[config.mk]
export PLATFORM = sky130hd
export DESIGN_NAME = dep_mem_sequencer
export DESIGN_NICKNAME = d
export VERILOG_FILES = /design/src/rtl/depseq_pkg.sv /design/src/rtl/depseq_ctrl.sv /design/src/rtl/depseq_port.sv /design/src/rtl/depseq_dpath.sv /design/src/rtl/dep_mem_sequencer.sv
export SDC_FILE = /design/constraint.sdc
export NUM_CORES = 1
export LEC_CHECK = 0
export BUFFER_PORTS_ARGS = -buffer_cell sky130_fd_sc_hd__buf_2
export CAP_MARGIN = 20
export CORE_AREA = 2 2 158 160
export CTS_BUF_LIST = sky130_fd_sc_hd__clkbuf_4 sky130_fd_sc_hd__clkbuf_8 sky130_fd_sc_hd__clkbuf_16
export DETAILED_ROUTE_END_ITERATION = 8
export DIE_AREA = 0 0 160 162
export PLACE_DENSITY_LB_ADDON = 0.3
export SLEW_MARGIN = 20
export SYNTH_ARGS = -nofsm -noshare
export SYNTH_HDL_FRONTEND = slang
export SYNTH_SLANG_ARGS = --single-unit
[constraint.sdc]
create_clock -name clk -period 14.4 [get_ports clk]
set_clock_uncertainty 0.15 [all_clocks]
set_input_delay 2.16 -clock clk [delete_from_list [all_inputs] [get_ports clk]]
set_output_delay 2.16 -clock clk [all_outputs]
set_load 0.02 [all_outputs]
[src/rtl/depseq_pkg.sv]
package depseq_pkg;

  localparam int BUS_W = 32;
  localparam int LANES = BUS_W / 8;

  typedef enum logic [1:0] {
    AW_BYTE = 2'd0,
    AW_HALF = 2'd1,
    AW_WORD = 2'd2
  } accWidth_e;

  // Per-port command from control to datapath.
  typedef struct packed {
    logic issue;   // some access of this port starts this cycle
    logic retire;  // some access of this port completes this cycle
  } portCmd_t;

  function automatic logic [LANES-1:0] laneSel(input logic [1:0] w, input logic [1:0] lo);
    logic [LANES-1:0] r;
    case (accWidth_e'(w))
      AW_BYTE: r = 4'b0001 << lo;
      AW_HALF: r = lo[1] ? 4'b1100 : 4'b0011;
      default: r = 4'b1111;
    endcase
    return r;
  endfunction

endpackage

[src/rtl/depseq_ctrl.sv]
module depseq_ctrl
  import depseq_pkg::*;
#(
  parameter int NL = 2,
  parameter int NS = 2,
  parameter int NB = 2,
  parameter int BW = 1,
  parameter logic [NL*BW-1:0] LD_BLOCK  = '0,
  parameter logic [NS*BW-1:0] ST_BLOCK  = '0,
  parameter logic [NL*NL-1:0] LD_DEP_LD = '0,
  parameter logic [NL*NS-1:0] LD_DEP_ST = '0,
  parameter logic [NS*NL-1:0] ST_DEP_LD = '0,
  parameter logic [NS*NS-1:0] ST_DEP_ST = '0
) (
  input  logic          clk,
  input  logic          rst,
  input  logic [NB-1:0] blockGo,
  input  logic          ldAck,
  input  logic          stAck,
  output logic [NL-1:0] ldGo,
  output logic [NL-1:0] ldEnd,
  output logic [NS-1:0] stGo,
  output logic [NS-1:0] stStb,
  output portCmd_t      ldCmd,
  output portCmd_t      stCmd
);

  // Accesses that some other access waits on; the rest release on completion.
  function automatic logic [NL-1:0] ldUsedMask();
    logic [NL-1:0] m;
    m = '0;
    for (int j = 0; j < NL; j++) begin
      for (int i = 0; i < NL; i++) if (LD_DEP_LD[i*NL+j]) m[j] = 1'b1;
      for (int k = 0; k < NS; k++) if (ST_DEP_LD[k*NL+j]) m[j] = 1'b1;
    end
    return m;
  endfunction

  function automatic logic [NS-1:0] stUsedMask();
    logic [NS-1:0] m;
    m = '0;
    for (int j = 0; j < NS; j++) begin
      for (int i = 0; i < NL; i++) if (LD_DEP_ST[i*NS+j]) m[j] = 1'b1;
      for (int k = 0; k < NS; k++) if (ST_DEP_ST[k*NS+j]) m[j] = 1'b1;
    end
    return m;
  endfunction

  localparam logic [NL-1:0] LD_USED = ldUsedMask();
  localparam logic [NS-1:0] ST_USED = stUsedMask();

  logic [NB-1:0] bbStartR;
  logic [NL-1:0] ldStb, ldNext;
  logic [NS-1:0] stEnd, stNext;

  assign ldEnd = ldStb & {NL{ldAck}};
  assign stEnd = stStb & {NS{stAck}};

  for (genvar i = 0; i < NL; i++) begin : g_ld
    localparam logic [NL-1:0] DL = LD_DEP_LD[i*NL +: NL];
    localparam logic [NS-1:0] DS = LD_DEP_ST[i*NS +: NS];
    localparam int BLK = int'(LD_BLOCK[i*BW +: BW]);
    if (DL != '0 || DS != '0) begin : g_dep
      assign ldGo[i] = (&(ldEnd | ~DL)) & (&(stEnd | ~DS));
      p_dep_gate_r4 : assert property (@(posedge clk) disable iff (rst)
        $rose(ldStb[i]) |-> $past((&(ldEnd | ~DL)) && (&(stEnd | ~DS))));
    end else begin : g_root
      assign ldGo[i] = bbStartR[BLK];
    end
  end

  for (genvar i = 0; i < NS; i++) begin : g_st
    localparam logic [NL-1:0] DL = ST_DEP_LD[i*NL +: NL];
    localparam logic [NS-1:0] DS = ST_DEP_ST[i*NS +: NS];
    localparam int BLK = int'(ST_BLOCK[i*BW +: BW]);
    if (DL != '0 || DS != '0) begin : g_dep
      assign stGo[i] = (&(ldEnd | ~DL)) & (&(stEnd | ~DS));
      p_dep_gate_r3 : assert property (@(posedge clk) disable iff (rst)
        $rose(stStb[i]) |-> $past((&(ldEnd | ~DL)) && (&(stEnd | ~DS))));
    end else begin : g_root
      assign stGo[i] = bbStartR[BLK];
    end
  end

  always_comb begin
    ldNext = ldStb & ~(ldEnd & ~LD_USED);
    stNext = stStb & ~(stEnd & ~ST_USED);
    for (int i = 0; i < NL; i++) begin
      if (ldGo[i]) begin
        ldNext = ldNext & ~LD_DEP_LD[i*NL +: NL];
        stNext = stNext & ~LD_DEP_ST[i*NS +: NS];
      end
    end
    for (int i = 0; i < NS; i++) begin
      if (stGo[i]) begin
        ldNext = ldNext & ~ST_DEP_LD[i*NL +: NL];
        stNext = stNext & ~ST_DEP_ST[i*NS +: NS];
      end
    end
    ldNext = ldNext | ldGo;
    stNext = stNext | stGo;
  end

  always_ff @(posedge clk or posedge rst) begin
    if (rst) begin
      bbStartR <= '0;
      ldStb    <= '0;
      stStb    <= '0;
    end else begin
      bbStartR <= blockGo;
      ldStb    <= ldNext;
      stStb    <= stNext;
    end
  end

  assign ldCmd.issue  = |ldGo;
  assign ldCmd.retire = |ldEnd;
  assign stCmd.issue  = |stGo;
  assign stCmd.retire = |stEnd;

  // Handing strobes from predecessors keeps each vector zero-or-one-hot.
  p_ld_onehot_r3 : assert property (@(posedge clk) disable iff (rst) $onehot0(ldStb));
  p_st_onehot_r3 : assert property (@(posedge clk) disable iff (rst) $onehot0(stStb));
  p_block_pulse_r2 : assert property (@(posedge clk) disable iff (rst)
    ($past(blockGo) != '0) |-> (bbStartR == $past(blockGo)));

endmodule

[src/rtl/depseq_port.sv]
module depseq_port
  import depseq_pkg::*;
#(
  parameter int N      = 2,
  parameter int ADDR_W = 32,
  parameter logic [N*2-1:0] WIDTHS = '0
) (
  input  logic              clk,
  input  logic              rst,
  input  portCmd_t          cmd,
  input  logic [N-1:0]      go,
  input  logic [N*ADDR_W-1:0] addrs,
  output logic              cyc,
  output logic [LANES-1:0]  sel,
  output logic              burst,
  output logic [ADDR_W-1:0] adr
);

  logic [ADDR_W-1:0] pickAdr;
  logic [LANES-1:0]  pickSel;

  // Lowest-numbered starting access wins if a schedule ever starts two.
  always_comb begin
    pickAdr = '0;
    pickSel = '0;
    for (int i = N - 1; i >= 0; i--) begin
      if (go[i]) begin
        pickAdr = addrs[i*ADDR_W +: ADDR_W];
        pickSel = laneSel(WIDTHS[i*2 +: 2], addrs[i*ADDR_W +: 2]);
      end
    end
  end

  always_ff @(posedge clk or posedge rst) begin
    if (rst) begin
      cyc   <= 1'b0;
      sel   <= '0;
      burst <= 1'b0;
      adr   <= '0;
    end else if (cmd.issue) begin
      cyc   <= 1'b1;
      sel   <= pickSel;
      burst <= 1'b0;
      adr   <= pickAdr;
    end else if (cmd.retire) begin
      cyc   <= 1'b0;
    end
  end

  p_issue_raises_r2 : assert property (@(posedge clk) disable iff (rst) cmd.issue |=> cyc);
  p_retire_drops_r5 : assert property (@(posedge clk) disable iff (rst)
    (cmd.retire && !cmd.issue) |=> !cyc);
  p_lanes_legal_r6 : assert property (@(posedge clk) disable iff (rst)
    cyc |-> (sel inside {4'b0001, 4'b0010, 4'b0100, 4'b1000, 4'b0011, 4'b1100, 4'b1111}));
  p_adr_hold_r7 : assert property (@(posedge clk) disable iff (rst)
    !cmd.issue |=> $stable(adr) && $stable(sel));
  p_no_burst_r10 : assert property (@(posedge clk) disable iff (rst) !burst);

endmodule

[src/rtl/depseq_dpath.sv]
module depseq_dpath
  import depseq_pkg::*;
#(
  parameter int NL     = 2,
  parameter int NS     = 2,
  parameter int ADDR_W = 32,
  parameter logic [NL*2-1:0] LD_WIDTH = '0,
  parameter logic [NS*2-1:0] ST_WIDTH = '0
) (
  input  logic                 clk,
  input  logic                 rst,
  input  portCmd_t             ldCmd,
  input  portCmd_t             stCmd,
  input  logic [NL-1:0]        ldGo,
  input  logic [NL-1:0]        ldEnd,
  input  logic [NS-1:0]        stGo,
  input  logic [NS-1:0]        stStb,
  input  logic [NL*ADDR_W-1:0] ldAddr,
  input  logic [NS*ADDR_W-1:0] stAddr,
  input  logic [NS*BUS_W-1:0]  stData,
  input  logic [BUS_W-1:0]     ldDatIn,
  output logic                 ldCyc,
  output logic [LANES-1:0]     ldSel,
  output logic                 ldBurst,
  output logic [ADDR_W-1:0]    ldAdr,
  output logic                 stCyc,
  output logic [LANES-1:0]     stSel,
  output logic                 stBurst,
  output logic [ADDR_W-1:0]    stAdr,
  output logic [BUS_W-1:0]     stDat,
  output logic [NL*BUS_W-1:0]  ldResult
);

  depseq_port #(.N(NL), .ADDR_W(ADDR_W), .WIDTHS(LD_WIDTH)) u_ldPort (
    .clk(clk), .rst(rst), .cmd(ldCmd), .go(ldGo), .addrs(ldAddr),
    .cyc(ldCyc), .sel(ldSel), .burst(ldBurst), .adr(ldAdr)
  );

  depseq_port #(.N(NS), .ADDR_W(ADDR_W), .WIDTHS(ST_WIDTH)) u_stPort (
    .clk(clk), .rst(rst), .cmd(stCmd), .go(stGo), .addrs(stAddr),
    .cyc(stCyc), .sel(stSel), .burst(stBurst), .adr(stAdr)
  );

  logic [BUS_W-1:0] pickDat;

  always_comb begin
    pickDat = '0;
    for (int i = NS - 1; i >= 0; i--) begin
      if (stStb[i]) pickDat = stData[i*BUS_W +: BUS_W];
    end
  end

  always_ff @(posedge clk or posedge rst) begin
    if (rst)         stDat <= '0;
    else if (|stStb) stDat <= pickDat;
  end

  p_stdat_follow_r8 : assert property (@(posedge clk) disable iff (rst)
    (stStb == '0) |=> $stable(stDat));

  for (genvar i = 0; i < NL; i++) begin : g_res
    always_ff @(posedge clk or posedge rst) begin
      if (rst)           ldResult[i*BUS_W +: BUS_W] <= '0;
      else if (ldEnd[i]) ldResult[i*BUS_W +: BUS_W] <= ldDatIn;
    end

    p_capture_r9 : assert property (@(posedge clk) disable iff (rst)
      ldEnd[i] |=> (ldResult[i*BUS_W +: BUS_W] == $past(ldDatIn)));
    p_result_hold_r9 : assert property (@(posedge clk) disable iff (rst)
      !ldEnd[i] |=> $stable(ldResult[i*BUS_W +: BUS_W]));
  end

endmodule

[src/rtl/dep_mem_sequencer.sv]
module dep_mem_sequencer
  import depseq_pkg::*;
#(
  parameter int NUM_LOADS  = 2,
  parameter int NUM_STORES = 2,
  parameter int NUM_BLOCKS = 2,
  parameter int ADDR_W     = 32,
  // Block index per access, BW bits each, access i at slice i.
  parameter logic [NUM_LOADS-1:0]  LD_BLOCK = 2'b00,
  parameter logic [NUM_STORES-1:0] ST_BLOCK = 2'b01,
  // Width code per access: 0 byte, 1 halfword, 2 word.
  parameter logic [NUM_LOADS*2-1:0]  LD_WIDTH = 4'b1000,
  parameter logic [NUM_STORES*2-1:0] ST_WIDTH = 4'b0001,
  // Row i, bit j set: access i waits on access j of the named kind.
  parameter logic [NUM_LOADS*NUM_LOADS-1:0]   LD_DEP_LD = 4'b0100,
  parameter logic [NUM_LOADS*NUM_STORES-1:0]  LD_DEP_ST = 4'b0100,
  parameter logic [NUM_STORES*NUM_LOADS-1:0]  ST_DEP_LD = 4'b1000,
  parameter logic [NUM_STORES*NUM_STORES-1:0] ST_DEP_ST = 4'b0000
) (
  input  logic                        clk,
  input  logic                        rst,
  input  logic [NUM_BLOCKS-1:0]       blockGo,
  input  logic [NUM_LOADS*ADDR_W-1:0] ldAddr,
  input  logic [NUM_STORES*ADDR_W-1:0] stAddr,
  input  logic [NUM_STORES*32-1:0]    stData,
  output logic                        ldCyc,
  output logic [3:0]                  ldSel,
  output logic                        ldBurst,
  output logic [ADDR_W-1:0]           ldAdr,
  input  logic [31:0]                 ldDatIn,
  input  logic                        ldAck,
  output logic                        stCyc,
  output logic [3:0]                  stSel,
  output logic                        stBurst,
  output logic [ADDR_W-1:0]           stAdr,
  output logic [31:0]                 stDat,
  input  logic                        stAck,
  output logic [NUM_LOADS*32-1:0]     ldResult
);

  localparam int BW = (NUM_BLOCKS > 1) ? $clog2(NUM_BLOCKS) : 1;

  logic [NUM_LOADS-1:0]  ldGo, ldEnd;
  logic [NUM_STORES-1:0] stGo, stStb;
  portCmd_t ldCmd, stCmd;

  depseq_ctrl #(
    .NL(NUM_LOADS), .NS(NUM_STORES), .NB(NUM_BLOCKS), .BW(BW),
    .LD_BLOCK(LD_BLOCK), .ST_BLOCK(ST_BLOCK),
    .LD_DEP_LD(LD_DEP_LD), .LD_DEP_ST(LD_DEP_ST),
    .ST_DEP_LD(ST_DEP_LD), .ST_DEP_ST(ST_DEP_ST)
  ) u_ctrl (
    .clk(clk), .rst(rst), .blockGo(blockGo), .ldAck(ldAck), .stAck(stAck),
    .ldGo(ldGo), .ldEnd(ldEnd), .stGo(stGo), .stStb(stStb),
    .ldCmd(ldCmd), .stCmd(stCmd)
  );

  depseq_dpath #(
    .NL(NUM_LOADS), .NS(NUM_STORES), .ADDR_W(ADDR_W),
    .LD_WIDTH(LD_WIDTH), .ST_WIDTH(ST_WIDTH)
  ) u_dpath (
    .clk(clk), .rst(rst), .ldCmd(ldCmd), .stCmd(stCmd),
    .ldGo(ldGo), .ldEnd(ldEnd), .stGo(stGo), .stStb(stStb),
    .ldAddr(ldAddr), .stAddr(stAddr), .stData(stData), .ldDatIn(ldDatIn),
    .ldCyc(ldCyc), .ldSel(ldSel), .ldBurst(ldBurst), .ldAdr(ldAdr),
    .stCyc(stCyc), .stSel(stSel), .stBurst(stBurst), .stAdr(stAdr),
    .stDat(stDat), .ldResult(ldResult)
  );

endmodule

# After elaboration in Yosys (flattened, before gate mapping)
# Cells that the tools add are included.
[word_totals] latchBits=0 ff_bits=176 in_bits=230 output_inout_bits=172 ramBits=0 memories=0 rom_bits=0
[op_classes] shifts=2 magnitude_cmp=0 n_mux=18 mul=0 reduce_logical=7 div=0 eq_ne=0 add_sub_neg=0 bitwise=7
[ops] cell="$mux W32" count=6
[ops] cell="$mux W4" count=5
[ops] cell="$reduce_or A2 Y1" count=5
[ops] cell="$shl A1 B2 Y4 const A" count=2
[ops] cell="$and A2 B2 Y2" count=3
[ops] cell="$mux W1" count=6
[ops] cell="$or A2 B2 Y2" count=2
[ops] cell="$reduce_bool A2 Y1" count=2
[ops] cell="$mux W2" count=1
[ops] cell="$not A2 Y2" count=1
[ops] cell="$and A1 B1 Y1" count=1

# Logic depth before layout (Yosys ltp)
[logic_depth] depth_word=5 depth_mapped=6

# Modules after synthesis
# From an unflattened synthesis, not the netlist that was laid out.
[hier_totals] hier_cells=705 area_unflattened_um2=8082.8
[by_module_without_submodules] mod="depseq_dpath" area_per_inst_um2=4201.5 cells_per_inst=276 instances=1
[by_module_without_submodules] mod="depseq_port (u_dpath.u_ldPort)" area_per_inst_um2=1820.5 cells_per_inst=202 instances=1
[by_module_without_submodules] mod="depseq_port (u_dpath.u_stPort)" area_per_inst_um2=1804.2 cells_per_inst=202 instances=1
[by_module_without_submodules] mod="depseq_ctrl" area_per_inst_um2=256.5 cells_per_inst=25 instances=1

# Worst setup path before layout
# Ideal clock, no wire load.
[synth_timing] path_kind="input-to-reg" startpoint="in ldAck" endpoint="reg u_dpath.u_ldPort.cyc" required_time_ps=14123 cell_stages=5 path_slack_ps=11122 n_path_buf=3 arrival_time_ps=3002 path_cell_list="buf_6 > and4_4 > buf_8 > buf_12 > a311o_1"
[synth_between] elab_chain_len=4 word_cells_on_any_way=6
[synth_rtl] item="from (decl)" line="dep_mem_sequencer.sv:31" rtl="input logic ldAck,"
[synth_rtl] item="$and A2 B2 Y2 (*)" line="depseq_ctrl.sv:56" rtl="assign ldEnd = ldStb & {NL{ldAck}};"
[synth_rtl] item="$and A1 B1 Y1" line="depseq_ctrl.sv:64" rtl="assign ldGo[i] = (&(ldEnd | ~DL)) & (&(stEnd | ~DS));"
[synth_rtl] item="$reduce_or A2 Y1" line="depseq_ctrl.sv:116" rtl="assign ldCmd.issue = |ldGo;"
[synth_rtl] item="$mux W1 or $reduce_bool A2 Y1 (tied branches)"
[synth_rtl] item="to (signal assigned)" line="depseq_port.sv:36" rtl="cyc <= 1'b0;"
[synth_rtl] item="to (signal assigned)" line="depseq_port.sv:41" rtl="cyc <= 1'b1;"
[synth_rtl] item="to (signal assigned)" line="depseq_port.sv:46" rtl="cyc <= 1'b0;"
[synth_rtl] item="to (decl)" line="depseq_port.sv:13" rtl="output logic cyc,"
# Every way passes the cells marked *; elsewhere a longest branch is shown, timed or not.
# A chain may end at the register's enable or synchronous reset.

# Final worst setup path
[layout_timing] startpoint="in ldAck" endpoint="reg u_dpath.ldResult[63]"
[layout_between] elab_chain_len=1
[layout_rtl] item="$and A2 B2 Y2" line="depseq_ctrl.sv:56"
[layout_rtl] item="to (signal, indexed assignment)" line="depseq_dpath.sv:64" rtl="else if (ldEnd[i]) ldResult[i*BUS_W +: BUS_W] <= ldDatIn;"
[layout_rtl] item="to (decl)" line="depseq_dpath.sv:31" rtl="output logic [NL*BUS_W-1:0] ldResult"
# No other way between the ends.

==> flow_summary.toml <==
[run_status]
run_status = "finished clean"

[placed_design]
post-place-cells = 1296
io_buffers = 399
place_area_um2 = 9614
dp_hpwl_mm = 15.36
replace_congestion = 0.7256

[synth]
ys_types = 31
synth-compound-area-share_pct = 7.673
synth_warnings = 0
synth.top_cell.area_share_pct = 59.49
netlist_top_cells_area = "sky130_fd_sc_hd__dfrtp_1 (59%), sky130_fd_sc_hd__mux2i_1 (13%), sky130_fd_sc_hd__mux2_2 (9.7%), sky130_fd_sc_hd__o21ai_0 (6.5%), sky130_fd_sc_hd__nand2_1 (5.1%)"
netlist.top_cell.by_area = "sky130_fd_sc_hd__dfrtp_1"
dominant_combinational_cell_family_by_area_after_synthesis = "multiplexers"
yosys_register_bits = 176
synth-simple-area-share_pct = 6.355
synthCells = 611
synthAdderAreaFrac_pct = 0
synth_mux_area_share_pct = 22.98
avg_cell_area_syn_um2 = 12.12
synth_xor_xnor_area_share_pct = 0
synth-seq-area-share_pct = 59.49
synth_area_um2 = 7403

[worst_setup_path]
rr_startpoint = "u_ctrl.stStb[0]"
end_kind = "flop"
critical_path.reg2reg.endpoint = "u_dpath.u_ldPort.adr[17]"
cp.arrival_ns = 3.74
critical_path.startpoint = "ldAck"
start_kind = "input pin"
crit_end = "u_dpath.ldResult[63]"
reg2reg_slack_ns = 11.60
timing_worst_setup_path_type = "in2reg"
reg2regPathDepth = 3
crit_required_ns = 14.56
crit_fanout = 49

[timing]
timing.final.setup_violations = 0
timing.final.hold_violations = 0
grt_setup_unrepaired = "false"
tcrit_tclk_final_pct = 24.89
timing_max_transition_violations_final = 0
timing.final.crit_period_ns = 3.585
totalNegativeSetupSlack_ns = 0
tightest_slew_ns = 1.001
timing.max_slew.rel_slack_pct = 33.26
max_clock_freq_mhz = 279.0

[layout]
fill_cells = 2429
mostFrequentLayoutCells = "sky130_fd_sc_hd__buf_2 (399), sky130_fd_sc_hd__dfrtp_1 (172), sky130_fd_sc_hd__nand2_1 (101)"
num-nets-final = 1221
stdcell_area_um2 = 10270
drive_above_1_share_pct = 50.50
instances_no_fill = 1330
area.growth.synth_to_final_pct = 38.74
layout.cells.most_common = "sky130_fd_sc_hd__buf_2"

[power_and_ir_drop]
power_switching_w = 0.0004739
internal_cell_power_w = 0.0009580
swShare_pct = 33.09
worst_ir_drop_vdd_mv = 0.07797
finalPower_w = 0.001432
power.density_cell_area_nw_per_um2 = 139.4
total_leakage_power_nw = 5.376
pwr-share-seq_pct = 43.0
comb_power_share_pct = 22.5
share_clk_of_total_power_pct = 34.6

[drt]
antenna_violating_nets_post_route = 0
drt_drc_violations_left = 0
drt_first_pass_iters = 4
wl_per_cell_um = 15.68
via_per_inst = 4.498
detailedRoute.firstIterationViolations = 244
wirelength_mm = 20.86
via_count = 5983

[clock_network]
clk_pin_slew_ns = 0.07
cts_max_path_buffers = 2
cts_repair_resize_count = 0
post_cts.repair.setup_buffers = 0
hold_fix_buffer_count_after_cts = 0
cts_made_buffers = 17
clock-root-buffer = "sky130_fd_sc_hd__clkbuf_16"
htree_num_levels = 4
cts_tree = "done"
clk_latency_ns = 0.43
clock_sink_count = 176

[hold_path]
timing.hold.worst_path_depth = 1
worstHoldPathType = "reg2reg"

[grt]
first_global_vias = 5926
antenna_found_initial = 3
remaining_overflow_grt = 0
gr-usage-all-layers_pct = 15.88
global_route_wire_length_before_repair_mm = 32.31
grt_start_max_net_pins = 83

[die]
initial_core_util_pct = 30.71
die-area_um2 = 25920
pin_count = 402
num_rows = 57
floorplan.die.height_um = 162
die_width_um = 160
placeableCoreArea_um2 = 24110

[flow_run]
maxCapViolations = 0
[registers in the layout, summed over array words and instances, names as in the netlist]
signal	flops
u_dpath.ldResult	64
u_dpath.stDat	32
u_dpath.u_ldPort.adr	32
u_dpath.u_stPort.adr	32
u_dpath.u_ldPort.sel	4
u_dpath.u_stPort.sel	4
u_ctrl.bbStartR	2
u_ctrl.ldStb	2
u_ctrl.stStb	2
u_dpath.u_ldPort.cyc	1
u_dpath.u_stPort.cyc	1
[worst min-delay path by stage]
stage	end	slack (ns)	startpoint
2_1_floorplan	u_ctrl.ldStb[0]	0.36	u_ctrl.ldStb[0]
3_3_place_gp	u_dpath.ldResult[5]	0.33	u_dpath.ldResult[5]
3_5_place_dp	u_dpath.ldResult[63]	0.34	u_dpath.ldResult[63]
4_1_cts	u_dpath.ldResult[24]	0.36	u_dpath.ldResult[24]
5_1_grt	u_dpath.ldResult[26]	0.37	u_dpath.ldResult[26]
6_report	u_dpath.ldResult[24]	0.35	u_dpath.ldResult[24]
[critical path: stages]
cell	delay, ns
sky130_fd_sc_hd__buf_2	0.16
sky130_fd_sc_hd__nand2_4	0.31
sky130_fd_sc_hd__buf_4	0.66
sky130_fd_sc_hd__mux2_2	0.41
[layout make-up]
cell class / instances / area (um^2) / share of cell area, %
flip-flops and latches: 176 / 4412 / 42.95
diodes: 2 / 5.005 / 0.04873
clock inverters: 15 / 220.2 / 2.144
clock buffers: 17 / 425.4 / 4.142
repair buffers: 403 / 2031 / 19.77
well taps: 324 / 405.4 / 3.947
inverters: 4 / 20.02 / 0.1949
multi-input cells: 389 / 2753 / 26.80
[kinds of logic (layout without fill, tap and decap cells)]
family	count (synthesis)	count (layout)
AO/OA/AOI/OAI	110	110
buffers and inverters	47	439
flip-flops	176	176
multiplexers	162	162
other	1	4
AND/OR/NAND/NOR	115	115
[power by group through the flow]
stage          clock network (W)  logic [W]  registers, W
2_1_floorplan                  0   0.000120      0.000695
3_5_place_dp                   0   0.000328      0.000625
4_1_cts                 0.000515   0.000327      0.000616
5_1_grt                 0.000533   0.000347      0.000627
3_3_place_gp                   0   0.000323      0.000624
6_report                0.000495   0.000322      0.000615
[synthesized netlist by cell type]
cell type	count
sky130_fd_sc_hd__nand3b_1	1
sky130_fd_sc_hd__buf_4	8
sky130_fd_sc_hd__inv_1	4
sky130_fd_sc_hd__mux2i_1	98
sky130_fd_sc_hd__a21oi_1	2
sky130_fd_sc_hd__nand4b_1	1
sky130_fd_sc_hd__buf_12	1
sky130_fd_sc_hd__o31a_1	1
sky130_fd_sc_hd__buf_6	1
sky130_fd_sc_hd__nor2_1	5
sky130_fd_sc_hd__buf_2	11
sky130_fd_sc_hd__o21ai_1	5
sky130_fd_sc_hd__a311o_1	1
sky130_fd_sc_hd__and4_4	1
sky130_fd_sc_hd__buf_1	1
sky130_fd_sc_hd__clkbuf_1	20
sky130_fd_sc_hd__buf_8	1
sky130_fd_sc_hd__mux2_2	64
sky130_fd_sc_hd__nand2_1	101
sky130_fd_sc_hd__nand2_2	1
sky130_fd_sc_hd__o21ai_0	96
sky130_fd_sc_hd__nand4_2	1
sky130_fd_sc_hd__and4b_1	1
sky130_fd_sc_hd__a211oi_1	1
sky130_fd_sc_hd__conb_1	1
sky130_fd_sc_hd__nand4_1	1
sky130_fd_sc_hd__a31oi_1	2
sky130_fd_sc_hd__o22ai_1	1
sky130_fd_sc_hd__a21o_1	1
sky130_fd_sc_hd__dfrtp_1	176
sky130_fd_sc_hd__nand3_1	2
[routing by layer]
metal / vias up / GRT usage [%] / wire length, um
met2: 251 / 27.71 / 10510
met4: 2 / 4.873 / 292
met3: 21 / 4.673 / 1553
met5: - / 0 / 18
li1: 2885 / - / -
met1: 2824 / 19.01 / 8489
[stage by stage]
stage	hold slack [ns]	worst slack [ns]	utilization, %
2_1_floorplan	0.3631	7.316	-
3_3_place_gp	0.3310	10.38	39.88
3_5_place_dp	0.3377	10.37	39.88
4_1_cts	0.3556	10.83	42.56
5_1_grt	0.3736	10.73	42.61
6_report	0.3516	10.82	42.61
Note: power is estimated with default switching activity, not from simulation.
